===== src/rtl/frac_div_pkg.sv =====
package frac_div_pkg;
    typedef enum logic [1:0] {
        ALIAS_PLAIN = 2'd0,
        ALIAS_SET   = 2'd1,
        ALIAS_CLR   = 2'd2,
        ALIAS_TOG   = 2'd3
    } alias_e;

    typedef enum logic [1:0] {
        XFER_BYTE = 2'd0,
        XFER_HALF = 2'd1,
        XFER_WORD = 2'd2,
        XFER_RSVD = 2'd3
    } xfer_e;

    localparam int LANE_W   = 8;
    localparam int GATE_BIT = 7;
    localparam int FLAG_BIT = 6;
endpackage


===== src/rtl/frac_reg_lane.sv =====
module frac_reg_lane
    import frac_div_pkg::*;
#(
    parameter int DIV_W     = 6,
    parameter int DIV_MIN   = 18,
    parameter int DIV_MAX   = 35,
    parameter int RESET_DIV = 18
) (
    input  logic             clk,
    input  logic             rst_n,
    input  logic             wr_i,
    input  logic             rd_i,
    input  logic [1:0]       addr_i,
    input  logic [1:0]       size_i,
    input  logic [LANE_W-1:0] wdata_i,
    input  logic             apply_i,
    output logic             gate_o,
    output logic [DIV_W-1:0] div_req_o,
    output logic             pend_o,
    output logic             err_o
);
    typedef struct packed {
        logic             gate;
        logic [DIV_W-1:0] div;
        logic             pend;
        logic             err;
    } lane_t;

    lane_t lane_d, lane_q;
    logic [LANE_W-1:0] cur_byte;
    logic [LANE_W-1:0] new_byte;
    logic              byte_ok;
    logic              touches_div;

    function automatic logic [DIV_W-1:0] clamp_div(input logic [DIV_W-1:0] v);
        if (int'(v) < DIV_MIN)      return DIV_W'(DIV_MIN);
        else if (int'(v) > DIV_MAX) return DIV_W'(DIV_MAX);
        else                        return v;
    endfunction

    always_comb begin
        cur_byte = '0;
        cur_byte[GATE_BIT] = lane_q.gate;
        cur_byte[DIV_W-1:0] = lane_q.div;

        unique case (alias_e'(addr_i))
            ALIAS_PLAIN: new_byte = wdata_i;
            ALIAS_SET:   new_byte = cur_byte | wdata_i;
            ALIAS_CLR:   new_byte = cur_byte & ~wdata_i;
            ALIAS_TOG:   new_byte = cur_byte ^ wdata_i;
            default:     new_byte = cur_byte;
        endcase

        byte_ok     = (xfer_e'(size_i) == XFER_BYTE);
        touches_div = (alias_e'(addr_i) == ALIAS_PLAIN) || (wdata_i[DIV_W-1:0] != '0);

        lane_d     = lane_q;
        lane_d.err = (wr_i || rd_i) && !byte_ok;
        if (apply_i) begin
            lane_d.pend = 1'b0;
        end
        if (wr_i && byte_ok) begin
            lane_d.gate = new_byte[GATE_BIT];
            lane_d.div  = clamp_div(new_byte[DIV_W-1:0]);
            if (touches_div) begin
                lane_d.pend = 1'b1;
            end
        end
    end

    always_ff @(posedge clk or negedge rst_n) begin
        if (!rst_n) begin
            lane_q      <= '0;
            lane_q.div  <= DIV_W'(RESET_DIV);
        end else begin
            lane_q <= lane_d;
        end
    end

    assign gate_o    = lane_q.gate;
    assign div_req_o = lane_q.div;
    assign pend_o    = lane_q.pend;
    assign err_o     = lane_q.err;

    AST_BAD_SIZE_KEEPS_LANE: assert property (@(posedge clk) disable iff (!rst_n) (wr_i && size_i != 2'd0) |=> ($stable(lane_q.gate) && $stable(lane_q.div)));
    AST_REQ_IN_RANGE: assert property (@(posedge clk) disable iff (!rst_n) (int'(lane_q.div) >= DIV_MIN && int'(lane_q.div) <= DIV_MAX));
    AST_PLAIN_WRITE_PENDS: assert property (@(posedge clk) disable iff (!rst_n) (wr_i && size_i == 2'd0 && addr_i == 2'd0) |=> lane_q.pend);
endmodule


===== src/rtl/frac_phase_accum.sv =====
module frac_phase_accum #(
    parameter int DIV_W     = 6,
    parameter int STEP      = 18,
    parameter int DIV_MIN   = 18,
    parameter int DIV_MAX   = 35,
    parameter int RESET_DIV = 18
) (
    input  logic             clk,
    input  logic             rst_n,
    input  logic             gate_i,
    input  logic             pend_i,
    input  logic [DIV_W-1:0] div_req_i,
    output logic             apply_o,
    output logic             en_o,
    output logic             flag_o
);
    localparam int ACC_W = DIV_W + 1;
    localparam int SUM_W = DIV_W + 2;

    typedef struct packed {
        logic [ACC_W-1:0] acc;
        logic [DIV_W-1:0] act;
        logic             flag;
        logic             en;
    } acc_t;

    acc_t acc_d, acc_q;
    logic [SUM_W-1:0] sum;
    logic             hit;
    logic             apply;

    always_comb begin
        sum   = SUM_W'(acc_q.acc) + SUM_W'(STEP);
        hit   = !gate_i && (sum >= SUM_W'(acc_q.act));
        apply = hit && pend_i;

        acc_d    = acc_q;
        acc_d.en = hit;
        if (!gate_i) begin
            if (apply)    acc_d.acc = '0;
            else if (hit) acc_d.acc = ACC_W'(sum - SUM_W'(acc_q.act));
            else          acc_d.acc = ACC_W'(sum);
        end
        if (apply) begin
            acc_d.act  = div_req_i;
            acc_d.flag = !acc_q.flag;
        end
    end

    always_ff @(posedge clk or negedge rst_n) begin
        if (!rst_n) begin
            acc_q     <= '0;
            acc_q.act <= DIV_W'(RESET_DIV);
        end else begin
            acc_q <= acc_d;
        end
    end

    assign apply_o = apply;
    assign en_o    = acc_q.en;
    assign flag_o  = acc_q.flag;

    AST_ACC_BELOW_DIV: assert property (@(posedge clk) disable iff (!rst_n) (acc_q.acc < ACC_W'(acc_q.act)));
    AST_GATE_SILENCES: assert property (@(posedge clk) disable iff (!rst_n) gate_i |=> !acc_q.en);
    AST_GATE_FREEZES_PHASE: assert property (@(posedge clk) disable iff (!rst_n) gate_i |=> $stable(acc_q.acc));
    AST_FLAG_ON_PULSE: assert property (@(posedge clk) disable iff (!rst_n) !$stable(acc_q.flag) |-> acc_q.en);
    AST_ACT_IN_RANGE: assert property (@(posedge clk) disable iff (!rst_n) (int'(acc_q.act) >= DIV_MIN && int'(acc_q.act) <= DIV_MAX));
endmodule


===== src/rtl/frac_clk_div.sv =====
module frac_clk_div
    import frac_div_pkg::*;
#(
    parameter int DIV_W     = 6,
    parameter int STEP      = 18,
    parameter int DIV_MIN   = 18,
    parameter int DIV_MAX   = 35,
    parameter int RESET_DIV = 18
) (
    input  logic       clk,
    input  logic       rst_n,
    input  logic       bus_wr,
    input  logic       bus_rd,
    input  logic [1:0] bus_addr,
    input  logic [1:0] bus_size,
    input  logic [7:0] bus_wdata,
    output logic [7:0] bus_rdata,
    output logic       bus_err,
    output logic       clk_en_o
);
    logic             gate;
    logic             pend;
    logic             apply;
    logic             flag;
    logic [DIV_W-1:0] div_req;

    frac_reg_lane #(
        .DIV_W(DIV_W), .DIV_MIN(DIV_MIN), .DIV_MAX(DIV_MAX), .RESET_DIV(RESET_DIV)
    ) u_lane (
        .clk(clk), .rst_n(rst_n),
        .wr_i(bus_wr), .rd_i(bus_rd), .addr_i(bus_addr), .size_i(bus_size),
        .wdata_i(bus_wdata), .apply_i(apply),
        .gate_o(gate), .div_req_o(div_req), .pend_o(pend), .err_o(bus_err)
    );

    frac_phase_accum #(
        .DIV_W(DIV_W), .STEP(STEP), .DIV_MIN(DIV_MIN), .DIV_MAX(DIV_MAX), .RESET_DIV(RESET_DIV)
    ) u_accum (
        .clk(clk), .rst_n(rst_n),
        .gate_i(gate), .pend_i(pend), .div_req_i(div_req),
        .apply_o(apply), .en_o(clk_en_o), .flag_o(flag)
    );

    always_comb begin
        bus_rdata = '0;
        bus_rdata[GATE_BIT] = gate;
        bus_rdata[FLAG_BIT] = flag;
        bus_rdata[DIV_W-1:0] = div_req;
    end
endmodule


===== config.mk =====
export PLATFORM = sky130hd
export DESIGN_NAME = frac_clk_div
export DESIGN_NICKNAME = d
export VERILOG_FILES = /design/src/rtl/frac_div_pkg.sv /design/src/rtl/frac_reg_lane.sv /design/src/rtl/frac_phase_accum.sv /design/src/rtl/frac_clk_div.sv
export SDC_FILE = /design/constraint.sdc
export NUM_CORES = 1
export LEC_CHECK = 0
export ABC_AREA = 1
export ABC_CLOCK_PERIOD_IN_PS = 3250
export BUFFER_PORTS_ARGS = -buffer_cell sky130_fd_sc_hd__buf_4
export CAP_MARGIN = 20
export CORE_ASPECT_RATIO = 0.8
export CORE_MARGIN = 2
export CORE_UTILIZATION = 58
export DETAILED_ROUTE_END_ITERATION = 8
export GPL_ROUTABILITY_DRIVEN = 1
export PLACE_DENSITY_LB_ADDON = 0.15
export SETUP_SLACK_MARGIN = 0.15
export SLEW_MARGIN = 20
export SYNTH_ARGS = -nofsm -noshare
export SYNTH_HDL_FRONTEND = slang
export SYNTH_SLANG_ARGS = --single-unit

===== constraint.sdc =====
create_clock -name clk -period 3.25 [get_ports clk]
set_input_delay 0.65 -clock clk [delete_from_list [all_inputs] [get_ports clk]]
set_output_delay 0.65 -clock clk [all_outputs]
set_load 0.005 [all_outputs]

-- Word level (Yosys, flattened, before mapping)
Cells that the tools add are included.
- bits in registers: 24
- input bits: 16
- output and inout bits: 10
- word-level logic and storage cells: 40
- add/subtract/negate cells: 2
- $lt $le $gt $ge: 3
- equal/unequal tests: 3
- muxes and demuxes: 8
- bitwise logic cells: 4
- reductions and logical operators: 12
- operator list (operator ; count):
    case mux 8 bit (4 select lines) ; 1
    2-to-1 mux 7 bit ; 2
    2-to-1 mux 6 bit ; 2
    adder 7 x 5 -> 8 bit (second input constant) ; 1
    AND 8 bit ; 1
    greater-or-equal comparator 8 x 6 -> 1 bit ; 1
    inverter 8 bit ; 1
    bitwise OR 8 bit ; 1
    bitwise XOR 8 bit ; 1
    subtractor 7 x 6 -> 7 bit ; 1
    greater-than comparator 6 bit (second input constant) ; 1
    less-than comparator 6 x 5 -> 1 bit (second input constant) ; 1
    nonzero test 6 bit ; 1
    == test 2 bit (second input constant) ; 2
    logical AND 1 bit ; 4
    logical NOT 2 bit ; 2
    logical NOT 1 bit ; 3
    2-to-1 mux 1 bit ; 3
    == test 2 x 1 -> 1 bit (second input constant) ; 1
    logical OR 1 bit ; 2

-- Logic depth before layout (Yosys ltp)
Gate-level depths: netlist (run 1).
- depth in word-level cells: 7
- mapped depth: 18
- depth with buffers taken out: 18

-- By module
A second synthesis (run 1) with hierarchy kept.
- cells, all modules: 284
- area total of the unflattened synthesis: 2068.2 um^2
- by module, submodules not included (module ; instances ; cells an instance ; area each (um^2) ; seq. area each (um^2)):
    frac_phase_accum ; 1 ; 155 ; 1167.4 ; 377.9
    frac_reg_lane ; 1 ; 127 ; 885.8 ; 227.7
    frac_clk_div ; 1 ; 2 ; 15.0 ; 0.0

-- Least setup slack after synthesis (run 1)
Ideal clock, no wire load.
- path type: register to register
- from: register u_accum.acc_q[9] (netlist name)
- to: register u_accum.acc_q[2] (netlist name)
- setup time: 0.124 ns
- arrival time: 2.343 ns
- required time: 3.126 ns
- path slack: 0.783 ns
- cell stages (with the launch flop): 17
- path buffers: 1
- clock period less this slack: 2.467 ns
- cell sequence: dfrtp_1 ha_1 nand2_1 nand2_1 or2_2 nand2_1 inv_1 ha_1 a21oi_1 nand3_2 nor2_4 nand2_8 nand2_8 nor2_8 buf_12 nand2_2 nand2_2
- cells in the longest elaborated chain, start to end: 4
- RTL lines (item ; line ; RTL):
    start, declared ; frac_phase_accum.sv:27 ; acc_t acc_d, acc_q;
    adder 7 x 5 -> 8 bit ; frac_phase_accum.sv:33 ; sum = SUM_W'(acc_q.acc) + SUM_W'(STEP);
    greater-or-equal comparator 8 x 6 -> 1 bit ; frac_phase_accum.sv:34 ; hit = !gate_i && (sum >= SUM_W'(acc_q.act));
    logical AND 1 bit ; frac_phase_accum.sv:34 ;
    logical AND 1 bit ; frac_phase_accum.sv:35 ; apply = hit && pend_i;
Every way passes these cells.
A chain may end at the register's enable or synchronous reset.

-- Final worst setup path (run 1)
- from: register u_accum.acc_q[9] (netlist name)
- to: register u_accum.acc_q, in the netlist u_accum.flag_o
Same word-level chain as after synthesis.

==> results of run 1 <==
## metal layers
layer / global-route usage / vias to the layer above / share of wire
li1: - / 899 / -
met1: 0.350 / 752 / 0.52
met2: 0.344 / 39 / 0.42
met3: 0.0495 / 4 / 0.049
met4: 0.0495 / 0 / 0.0071
met5: 0 / - / 0
## flip-flops by register name, summed over array words and instances, names as in the netlist
signal,flops
u_accum.acc_q,13
u_accum.en_o,1
u_accum.flag_o,1
u_lane.div_req_o,6
u_lane.err_o,1
u_lane.gate_o,1
u_lane.pend_o,1
## worst reg2reg max path, cell delays in order, from the launching register on
cell,delay [ns]
dfrtp_1,0.47
ha_1,0.26
nand2_1,0.06
nand2_1,0.07
or2_2,0.27
nand2_1,0.09
inv_1,0.05
ha_1,0.32
a21oi_1,0.20
nand3_2,0.14
nor2_4,0.15
nand2_8,0.10
nand2_8,0.10
nor2_8,0.07
xor2_1,0.15
## power groups by stage
stage / registers (mW) / logic [mW] / clock network [mW]
final: 0.512 / 1.32 / 0.254
after global routing: 0.527 / 1.50 / 0.281
after CTS: 0.513 / 1.32 / 0.264
after detailed placement: 0.518 / 1.30 / 0
after global placement: 0.515 / 1.27 / 0
after floorplan: 0.492 / 1.09 / 0
## kinds of logic after synthesis
family / after synthesis
buffers and inverters: 53
and+or+nand+nor: 133
xor gates and xnor gates: 6
adders and majority gates: 22
AOI/OAI and AO/OA: 29
DFF: 24
## cell type report
type / count / area [um^2] / share of cell area
Clock inverter: 1 / 30.0 / 0.0132
Sequential cell: 24 / 606 / 0.266
Clock buffer: 3 / 41.3 / 0.0181
Timing Repair Buffer: 24 / 180 / 0.0791
Tap cell: 42 / 52.6 / 0.0231
Inverter: 47 / 179 / 0.0785
Multi-Input combinational cell: 190 / 1190 / 0.522
## worst max-delay path by stage
| stage | startpoint | endpoint | slack (ns) | depth (start not counted) |
|---|---|---|---|---|
| finish | u_accum.acc_q[9]$_DFFE_PN0N_ | u_accum.flag_o$_DFFE_PN0P_ | 0.61 | 14 |
| global route | u_accum.acc_q[9]$_DFFE_PN0N_ | u_accum.flag_o$_DFFE_PN0P_ | 0.39 | 14 |
| CTS | u_accum.acc_q[9]$_DFFE_PN0N_ | u_accum.flag_o$_DFFE_PN0P_ | 0.60 | 14 |
| detailed placement | u_accum.acc_q[9]$_DFFE_PN0N_ | u_accum.flag_o$_DFFE_PN0P_ | 0.62 | 14 |
| global placement | u_accum.acc_q[9]$_DFFE_PN0N_ | u_accum.flag_o$_DFFE_PN0P_ | 0.64 | 14 |
| floorplan | u_accum.acc_q[9]$_DFFE_PN0N_ | u_accum.acc_q[2]$_DFFE_PN0P_ | 0.78 | 16 |
## synthesized netlist by cell type, types with 3 or more instances
library cell,instances,area (um^2)
nand2_1,65,244
inv_1,43,161
nand3_1,25,125
ha_1,21,263
dfrtp_1,20,500
nor2_1,14,52.6
a21oi_1,9,45.0
nand2_2,8,50.1
o21ai_0,6,30.0
nand4_1,5,31.3
o21ai_2,5,43.8
dfstp_2,4,105
nand3b_1,4,30.0
buf_4,3,22.5
inv_2,3,11.3
o22ai_1,3,18.8
xnor2_1,3,26.3
xor2_1,3,26.3
==> out/metrics.cfg, run 1 <==
[timing]
setup-tns-final_ns=0
hold_viol_final=0
skew_ns=0.00610
final.setup.worst_slack_ns=0.605
relSlewSlack=0.690
hold_slack_ns=0.271
fin_crit_sh=0.814
finalMaxSlewViolations=0
setup_viol=0
fmax_ghz=0.378
worstMarginPinSlew_ns=0.465
rsz0062_at_grt=no
period_needed_ns=2.64

[pwr]
switchingPower_uw=977
power_frac_seq=0.246
sw_frac_of_total=0.469
intPower_mw=1.11
p_leak_nw=1.24
total_power_mw=2.08
powerDensity_nw_per_um2=914
comb_power_share=0.632
irDropWorstVdd_v=0.000523
power_frac_clock=0.122

[logic_synthesis]
yosys.area_share.simple=0.327
avgSynthCellArea_um2=7.61
synth_area_um2=2030
syn-num-nets=305
synth-xor-area-share=0.0258
ys.flop_type=dfrtp_1
muxShareOfSynthArea=0
ys_types=37
synthAdderAreaFrac=0.139
synth_cells=267
ys_seq_elements=24
yosysWarnings=0
synth_compound_area_frac=0.0935
synth_edf_count=0
yosysSeqAreaShare=0.298
async_flop_share=1.00
synth_top_family_by_area=simple AND/OR/NAND/NOR gates

[final_layout]
area_growth_pct=12.1
fin_nets=328
num-fill-cells=299
diodes=0
final_cells=331
layout_commonest_cell=nand2_1
final_cell_mix=65 x nand2_1, 43 x inv_1, 25 x nand3_1, 24 x buf_4, 21 x ha_1
finalInstanceArea_um2=2280
final_util=0.670
drive_gt1_frac=0.204

[setup_path]
cp.required_ns=3.39
cp_top_family=simple AND/OR/NAND/NOR gates
cp_slowest_cell=dfrtp_1
path_cells=ha_1, nand2_1, nand2_1, or2_2, nand2_1, inv_1, ha_1, a21oi_1, nand3_2, nor2_4, nand2_8, nand2_8, nor2_8, xor2_1
crit_fanout=12
crit_type=register to register
worst-r2r-cell-count=14
worstReg2RegEnd=u_accum.flag_o$_DFFE_PN0P_
r2r_slack_ns=0.61
max_stage_delay_ns=0.47
reg2reg_from=u_accum.acc_q[9]$_DFFE_PN0N_
arrival_ns=2.78
endpoint_kind=register
worstSetupStartpointType=register
cp_num_buf_inv=1
critPathMostFrequentCell=nand2_1

[clock_network]
postCtsSetupBuffers=0
clock_latency_ns=0.26
tritoncts=built
hold_buffers=0
clock_path_buffers=2
cts-htree-levels=1
clock-sinks=24
numCtsBuffers=3
cts-resized-gates=0
clkSlewWorstSetupHoldPaths_ns=0.08
cts_root_buf=clkbuf_8

[floorplanning]
num_rows=19
fp.dieH_um=57.0
coreArea_um2=3400
die_area_um2=4000
die-width_um=70.2
io_pins=26
initial_core_util=0.598

[place]
pre_cts_ws_ns=0.623
place_inst=327
gp_congestion=0.872
dpl-instance-area_um2=2210
dpl.hpwl_um=3240
portBuffers=24

[hold_path]
min_path_type=input port to asynchronous set/reset pin

[detailed_routing]
drtIter0Drc=116
post_drt_wl_per_cell_um=12.4
vias=1694
wl_um=4110
drc=0
vias_per_cell=5.12
drt_first_pass_iters=4
ant_nets=0

[global_routing]
antenna_found_initial=0
grt_util_all_layers=0.231
grt_max_degree=25
overflow=0
grt_pass1_wl_um=7360
grt_pass1_vias=1622

[flow_run]
drv_cap=0

[outcome]
status=complete, no violations

No activity file was read; power rests on OpenSTA's default activity.
==> run 2, diff against run 1 <==
- ABC_CLOCK_PERIOD_IN_PS: 3250 -> 2200
- CORE_UTILIZATION: 58 -> 52
- clock period: 3.25 -> 2.2 ns (I/O delays scaled with it)
==> run 2 against run 1 <==
  * The flow now finishes with violations (negative setup slack)
  * Sequential cell count stayed put
  * Fmax is 16% higher
  * Global-route usage is 1.3 points lower
  * First-iteration DRC count is 26% lower
  * Utilization is 1.9 points lower
  * Die area is 11% higher
  * Clock skew is 0.0028 ns higher
==> out/metrics.cfg, run 2 (synthesized netlist as in run 1, its figures left out) <==
[outcome]
status=finished, violations left  ; was complete, no violations
violations=negative setup slack

[pwr]
power_frac_clock=0.085  ; was 0.122
power_frac_seq=0.210  ; was 0.246
p_leak_nw=1.32  ; was 1.24 nW
switchingPower_mw=1.64  ; was 977 uW
irDropWorstVdd_v=0.000688  ; was 0.000523 V
total_power_mw=3.51  ; was 2.08 mW
comb_power_share=0.705  ; was 0.632
sw_frac_of_total=0.468  ; was 0.469
intPower_mw=1.86  ; was 1.11 mW
powerDensity_nw_per_um2=1420  ; was 914 nW/um^2

[floorplanning]
coreArea_um2=3780  ; was 3400 um^2
initial_core_util=0.538  ; was 0.598
die_area_um2=4430  ; was 4000 um^2
die-width_um=73.9  ; was 70.2 um
fp.dieH_um=59.9  ; was 57.0 um
io_pins=26  ; unchanged
num_rows=20  ; was 19

[detailed_routing]
ant_nets=0  ; unchanged
drtIter0Drc=86  ; was 116
post_drt_wl_per_cell_um=12.0  ; was 12.4 um
drt_first_pass_iters=4  ; unchanged
drc=0  ; unchanged
wl_um=4290  ; was 4110 um
vias_per_cell=5.04  ; was 5.12
vias=1806  ; was 1,694

[setup_path]
reg2reg_from=u_accum.acc_q[9]$_DFFE_PN0N_  ; unchanged
worst-r2r-cell-count=16  ; was 14
r2r_slack_ns=-0.09  ; was 0.61 ns
cp-startpoint=u_accum.acc_q[9]$_DFFE_PN0N_  ; unchanged
crit_type=register to register  ; unchanged
arrival_ns=2.45  ; was 2.78 ns
worstReg2RegEnd=u_accum.acc_q[4]$_DFFE_PN0P_  ; was u_accum.flag_o$_DFFE_PN0P_
crit_fanout=8  ; was 12
cp.required_ns=2.36  ; was 3.39 ns
worstSetupStartpointType=register  ; unchanged
endpoint_kind=register  ; unchanged

[final_layout]
finalInstanceArea_um2=2460  ; was 2280 um^2
final_cell_mix=59 x nand2_1, 42 x inv_1, 36 x buf_4, 23 x nand3_1, 20 x dfrtp_1  ; was 65 x nand2_1, 43 x inv_1, 25 x nand3_1, 24 x buf_4, 21 x ha_1
largest_reg_flops=13  ; unchanged
area_growth_pct=21.0  ; was 12.1%
largest_register=u_accum.acc_q  ; unchanged
diodes=0  ; unchanged
drive_gt1_frac=0.284  ; was 0.204
fin_nets=342  ; was 328
layout_commonest_cell=nand2_1  ; unchanged

[timing]
finalMaxSlewViolations=0  ; unchanged
setup-tns-final_ns=-0.751  ; was 0 ns
worstMarginPinSlew_ns=0.490  ; was 0.465 ns
rsz0062_at_grt=yes  ; was no
setup_viol=14  ; was 0
hold_slack_ns=0.0451  ; was 0.271 ns
period_needed_ns=2.29  ; was 2.64 ns
fmax_ghz=0.437  ; was 0.378 GHz
final.setup.worst_slack_ns=-0.0868  ; was 0.605 ns
relSlewSlack=0.673  ; was 0.690
fin_crit_sh=1.04  ; was 0.814
skew_ns=0.00886  ; was 0.00610 ns
hold_viol_final=0  ; unchanged

[clock_network]
clkSlewWorstSetupHoldPaths_ns=0.09  ; was 0.08 ns
cts_root_buf=clkbuf_8  ; unchanged
numCtsBuffers=3  ; unchanged
tritoncts=built  ; unchanged
hold_buffers=0  ; unchanged
clock_path_buffers=2  ; unchanged
clock_latency_ns=0.27  ; was 0.26 ns
cts-htree-levels=1  ; unchanged
clock-sinks=24  ; unchanged

[global_routing]
grt_max_degree=25  ; unchanged
overflow=0  ; unchanged
use_met3=0.0607  ; was 0.0495
grt_util_all_layers=0.218  ; was 0.231
grt_pass1_vias=1635  ; was 1,622
use_met2=0.318  ; was 0.344
grt-busiest-layer=met1  ; unchanged
grt_use_met1=0.332  ; was 0.350
antenna_found_initial=0  ; unchanged
grt_pass1_wl_um=7350  ; was 7360 um

[flow_run]
drv_cap=0  ; unchanged

[place]
gp_congestion=0.867  ; was 0.872
dpl-instance-area_um2=2320  ; was 2210 um^2
portBuffers=24  ; unchanged
pre_cts_ws_ns=-0.157  ; was 0.623 ns
dpl.hpwl_um=3370  ; was 3240 um

[hold_path]
min_path_type=input port to asynchronous set/reset pin  ; unchanged

[run 2: cell type report]
cell class | instances | area (um^2)
flip-flops and latches | 24 | 606
fillers | 325 | 1320
clock buffers | 4 | 55.1
well taps | 55 | 68.8
inverters | 47 | 181
repair buffers | 36 | 270
multi-input cells | 192 | 1280
[run 2: worst max-delay path, stage by stage, from the launching register on]
cell     delay [ns]
dfrtp_1        0.39
ha_2           0.20
nand2_2        0.06
nand2_2        0.05
or2_4          0.23
nand2_4        0.09
inv_4          0.04
ha_4           0.28
nand2_2        0.05
inv_2          0.07
nand2_1        0.07
nand2_2        0.09
nor2_4         0.06
nand2_8        0.10
nand2_8        0.09
nor2_4         0.25
o21ai_2        0.08
[run 2: worst max path at each step]
stage | cells past startpoint | end
final | 16 | u_accum.acc_q[4]$_DFFE_PN0P_
after global routing | 16 | u_accum.acc_q[4]$_DFFE_PN0P_
after CTS | 16 | u_accum.acc_q[4]$_DFFE_PN0P_
after detailed placement | 17 | u_accum.acc_q[5]$_DFFE_PN0P_
after global placement | 16 | u_accum.flag_o$_DFFE_PN0P_
after floorplan | 18 | u_accum.acc_q[7]$_DFFE_PN0P_
[run 2: stage by stage]
stage | utilization | instances
5_1_grt | 0.651 | 358
3_5_place_dp | 0.614 | 348
2_1_floorplan | - | 267
4_1_cts | 0.644 | 357
6_report | 0.651 | 358
3_3_place_gp | 0.614 | 348
[run 2: repair_timing]
item	in CTS	in global routing
endpoints found under the hold margin	0	0
gates cloned	2	0
endpoints found under the setup margin	16	16
buffers inserted	3	1
pin swaps	12	3
resized for setup	4	6
[run 2: per-layer routing]
layer | share of wire | wire (um) | vias to the layer above
li1 | - | - | 924
met1 | 0.52 | 2240 | 835
met2 | 0.39 | 1680 | 45
met3 | 0.082 | 350 | 2
met4 | 0.0028 | 12 | 0
met5 | 0 | 0 | -
[run 2: power by group through the flow]
stage / Sequential [mW] / Clock, mW / Combinational [mW]
finish: 0.736 / 0.297 / 2.47
global placement: 0.745 / 0 / 2.18
floorplan: 0.729 / 0 / 1.73
detailed placement: 0.744 / 0 / 2.22
CTS: 0.735 / 0.302 / 2.39
global route: 0.754 / 0.324 / 2.75
